==> src/rtl/prio_bus_arbiter.sv <==
module prio_bus_arbiter #(
  parameter int MASTERS = 4,
  localparam int CODE_W = $clog2(MASTERS)
) (
  input  logic               clk,
  input  logic               rst_n,
  input  logic [MASTERS-1:0] req,
  input  logic               bus_busy,
  output logic [MASTERS-1:0] ack,
  output logic [CODE_W-1:0]  grant_code,
  output logic               grant_valid
);

  logic [CODE_W-1:0] enc_code;
  logic              enc_valid;
  logic [CODE_W-1:0] code_q;
  logic              valid_q;

  assign enc_valid = |req;

  always_comb begin
    enc_code = '0;
    for (int i = MASTERS - 1; i >= 0; i--)
      if (req[i]) enc_code = CODE_W'(i);
  end

  always_ff @(posedge clk or negedge rst_n) begin
    if (!rst_n) begin
      code_q  <= '0;
      valid_q <= 1'b0;
    end else if (!bus_busy) begin
      code_q  <= enc_valid ? enc_code : '0;
      valid_q <= enc_valid;
    end
  end

  for (genvar g = 0; g < MASTERS; g++) begin : g_dec
    assign ack[g] = valid_q && (code_q == CODE_W'(g));
  end

  assign grant_code  = code_q;
  assign grant_valid = valid_q;

endmodule

==> config.mk <==
export PLATFORM = sky130hd
export DESIGN_NAME = prio_bus_arbiter
export DESIGN_NICKNAME = d
export VERILOG_FILES = /design/src/rtl/prio_bus_arbiter.sv
export SDC_FILE = /design/constraint.sdc
export NUM_CORES = 1
export LEC_CHECK = 0
export BUFFER_PORTS_ARGS = -buffer_cell sky130_fd_sc_hd__buf_2
export CAP_MARGIN = 30
export CORE_AREA = 2 2 39 41
export DETAILED_ROUTE_END_ITERATION = 16
export DIE_AREA = 0 0 41 43
export SYNTH_ARGS = -nofsm -noshare
export SYNTH_HDL_FRONTEND = slang
export SYNTH_SLANG_ARGS = --single-unit
export TNS_END_PERCENT = 30
==> constraint.sdc <==
create_clock -name clk -period 0.8 [get_ports clk]
set_input_delay 0.04 -clock clk [delete_from_list [all_inputs] [get_ports clk]]
set_output_delay 0.04 -clock clk [all_outputs]
set_load 0.03 [all_outputs]
* Yosys cells after proc, flatten, opt, wreduce, memory -nomap -nowiden
Index checks and enable logic that the tools add are counted.
** Storage, ports and cells
- Input port bits :: 7
- Flip-flop bits (word level) :: 3
- Output and inout bits :: 7
- Word-level logic and storage cells :: 16
** Cells by class
- Equality and inequality tests :: 3
- Multiplexer cells :: 5
- Reduce and logical (&&, ||, !) cells :: 6
** Operators by type and width (count)
- two-way mux 2 bit :: 5
- == test 2 bit (second input constant) :: 2
- logical AND 1 bit :: 4
- OR reduction 4 bit :: 1
- == test 2 x 1 -> 1 bit (second input constant) :: 1
- logical NOT 2 bit :: 1

* Longest topological paths before layout
- Depth after elaboration :: 5
- Gate-level depth with buffers :: 3
- Mapped depth without buffers :: 3

* Worst setup path before layout
OpenSTA, ideal clock, no wires.
- Path kind :: flip-flop to output port
- From :: register valid_q, in the netlist grant_valid
- To :: output ack[0]
- Required time :: 0.760 ns
- Buffers on the path :: 0
- Setup slack :: -0.560 ns
- Arrival :: 1.320 ns
- Stages on the path, launching flop included :: 2
- Cell sequence :: dfrtp_1 nor3b_1
** Between the ends
- Cells in the longest elaborated chain, start to end :: 1
** Ends and longest elaborated chain
- start, declared :: line 17 : logic valid_q;
- start signal, assigned :: line 33 : valid_q <= enc_valid;
- logical AND 1 bit :: line 38 : assign ack[g] = valid_q && (code_q == CODE_W'(g));
- end, declared :: line 9 : output logic [MASTERS-1:0] ack,
No other way between the ends.

* Final worst setup path
- From :: register code_q[1], in the netlist grant_code[1]
- To :: output ack[1]
** Between the ends
- Cells in the longest elaborated chain, start to end :: 2
** Ends and longest elaborated chain
- start, declared :: line 16 : logic [CODE_W-1:0] code_q;
- start signal, assigned :: line 32 : code_q <= enc_valid ? enc_code : '0;
- == test 2 x 1 -> 1 bit :: line 38
- logical AND 1 bit :: line 38
No other way between the ends.

==> metrics.txt <==
outcome=finished with violations; violated checks=setup timing; Finished Layout Cells=55; Detailed Route Iter0 Violations=1; combinational share of power=31.9%; WP data arrival=1030 ps; Hold Path Stages=2; final instance area=378 um2; CP Cell Sequence=and3b_2 -> buf_6; Max VDD drop=0.914 mV; final worst path period need=1070 ps; first-pass GRT wire length=765 um; Num CTS Buffers=3; number of port buffers=13; Final ANT Viol Nets=0; Clk network pwr share=41.2%; P_int=0.459 mW; Synth area leader=dfrtp_1; total die area=0.00176 mm2; CTS sink count=3; die span in x=41 um; mapped cell area=163 um2; Critical Path RT=760 ps; Sw Share=31.6%; initial core utilization=11.8%; Nets=47; unrepaired setup endpoints after global routing=yes; commonest non-fill, non-tap cells in the layout=8 x buf_6, 6 x buf_2, 4 x nand2_1, 3 x clkbuf_4, 3 x dfrtp_2; IO Count=14; R2R cell count=2; top area cells in the synthesized netlist=dfrtp_1 46%, nand2_1 9.2%, mux2_2 6.9%; Distinct cells, synth=12; DIE HEIGHT=43 um; vias in the first global route=210; fin util=27.3%; WS Path Type=reg2out; TritonCTS clock tree=built; sequential power share=27.0%; aggregate routed wire length=509 um; top-area cell type share of the netlist area=46.2%; DR pass1 iterations=2; setup ws final=-271 ps; R2R Setup Slk=-120 ps; most common cell after layout, fill and taps aside=buf_6; WL/cell=9.25 um; clk_lat worst skew=240 ps; Mapped Cells=18; Max Cap Viol=0; Hold Path Sink=grant_code[0]; Max FO, Critical Path=5; Residual DRC=0; GPL Wtd Cong=0.770; Final period util=134%; Setup WS pre-CTS=-82.1 ps; Total GRT Usage=7.04%; synthesized area per cell=9.04 um2; core box area=0.00138 mm2; slew at the pin closest to its max-slew limit=306 ps; number of synthesized register bits=3; slowest CP cell=dfrtp_2; Psw=0.213 mW; setup TNS=-1660 ps; CTS clk-pin slew, worst paths=40 ps; Power Density=1780 mW/mm2; initial antenna violation count=0; fmax=934 MHz; total power=0.672 mW; Seq/Total Area, Yosys=46.2%; largest net degree at the start of global routing=6; Synth Net Count=25; Fill cells=144; Clock Skew=0 ps; worst reg2reg path startpoint=grant_valid; Crit. End Element=output pin; hold slack=24.5 ps; Cell Area, Placed=268 um2; Min-Delay Startpoint=req[0]; layout cell share with drive strength beyond 1=71.8%; yosys warns=0; P_leak=0.182 nW; ant diodes=0; clock tree buffer depth=2; Core Rows=14; CTS Root Cell=clkbuf_4; total gr overflow=0; Hold WC Path Type=in2reg; placed insts=47; CP max stage delay=430 ps; Rel. slew slack=79.3%; area grow syn2layout=132%; fin. max-slew vios=0; reg2reg end=grant_valid; kind of start point of the critical path=flip-flop; Hold Vio Cnt, Final=0; Vias/cell=3.91; via count=215; Final Setup Violations=10; CTS H-tree depth=1
==> what timing repair did <==
| item | 4_1_cts | 5_1_grt |
|---|---|---|
| hold buffers | 1 | 0 |
| resized for setup | 15 | 1 |
| buffers inserted | 3 | 0 |
| hold endpoints to repair | 3 | 0 |
| endpoints found under the setup margin | 8 | 10 |
==> how the worst max path moves through the flow <==
stage	start	endpoint	slack, ps	depth (start not counted)
2_1_floorplan	grant_code[1]	ack[0]	-110	1
3_3_place_gp	grant_code[1]	ack[1]	-70	2
3_5_place_dp	grant_code[1]	ack[1]	-80	2
4_1_cts	grant_code[1]	ack[1]	-280	2
5_1_grt	grant_code[1]	ack[0]	-310	2
6_report	grant_code[1]	ack[1]	-270	2
==> routing by layer <==
layer | global-route usage (%) | up-vias | routed length [um]
li1 | - | 106 | -
met1 | 7.12 | 97 | 215
met2 | 9.38 | 12 | 237
met3 | 4.71 | 0 | 56
met4 | 6.00 | 0 | 0
met5 | 0 | - | 0
==> logic make-up (layout without fill, tap and decap cells) <==
kind of cell,after synthesis,after routing,share of synthesized area [%]
simple gates,10,10,31.5
compound gates,3,3,13.1
flops,3,3,46.2
mux,1,1,6.92
buf+inv,1,22,2.31
==> power by group through the flow <==
stage	Clock [mW]	Combinational [mW]	Sequential, mW
finish	0.277	0.214	0.181
CTS	0.287	0.212	0.181
global placement	0	0.149	0.185
detailed placement	0	0.150	0.186
floorplan	0	0.0755	0.204
global route	0.311	0.228	0.183
==> registers in the layout, summed over array words and instances (netlist names) <==
signal,flops
grant_code,2
grant_valid,1
==> area by class of cell <==
cell class                      instances  area, um2  share of cell area, %
Timing Repair Buffer                   17        145                   38.4
Multi-Input combinational cell         14        104                   27.5
Sequential cell                         3       78.8                   20.9
Inverter                                1       3.75                  0.993
Tap cell                               16       20.0                   5.30
Clock buffer                            4       26.3                   6.95
==> cell usage after synthesis <==
master / number
a21oi_1: 1
and3_1: 1
nor2_1: 2
o41ai_1: 1
dfrtp_1: 3
o31ai_1: 1
and3b_1: 1
nor2_2: 1
nor3b_1: 1
nand2_1: 4
inv_1: 1
mux2_2: 1
==> critical path, delay by kind of cell, from the launching register on <==
| kind | cells | cell delay [ps] |
|---|---|---|
| buffers and inverters | 1 | 120 |
| DFF | 1 | 430 |
| and+or+nand+nor | 1 | 250 |
(Power assumes the default switching activity.)
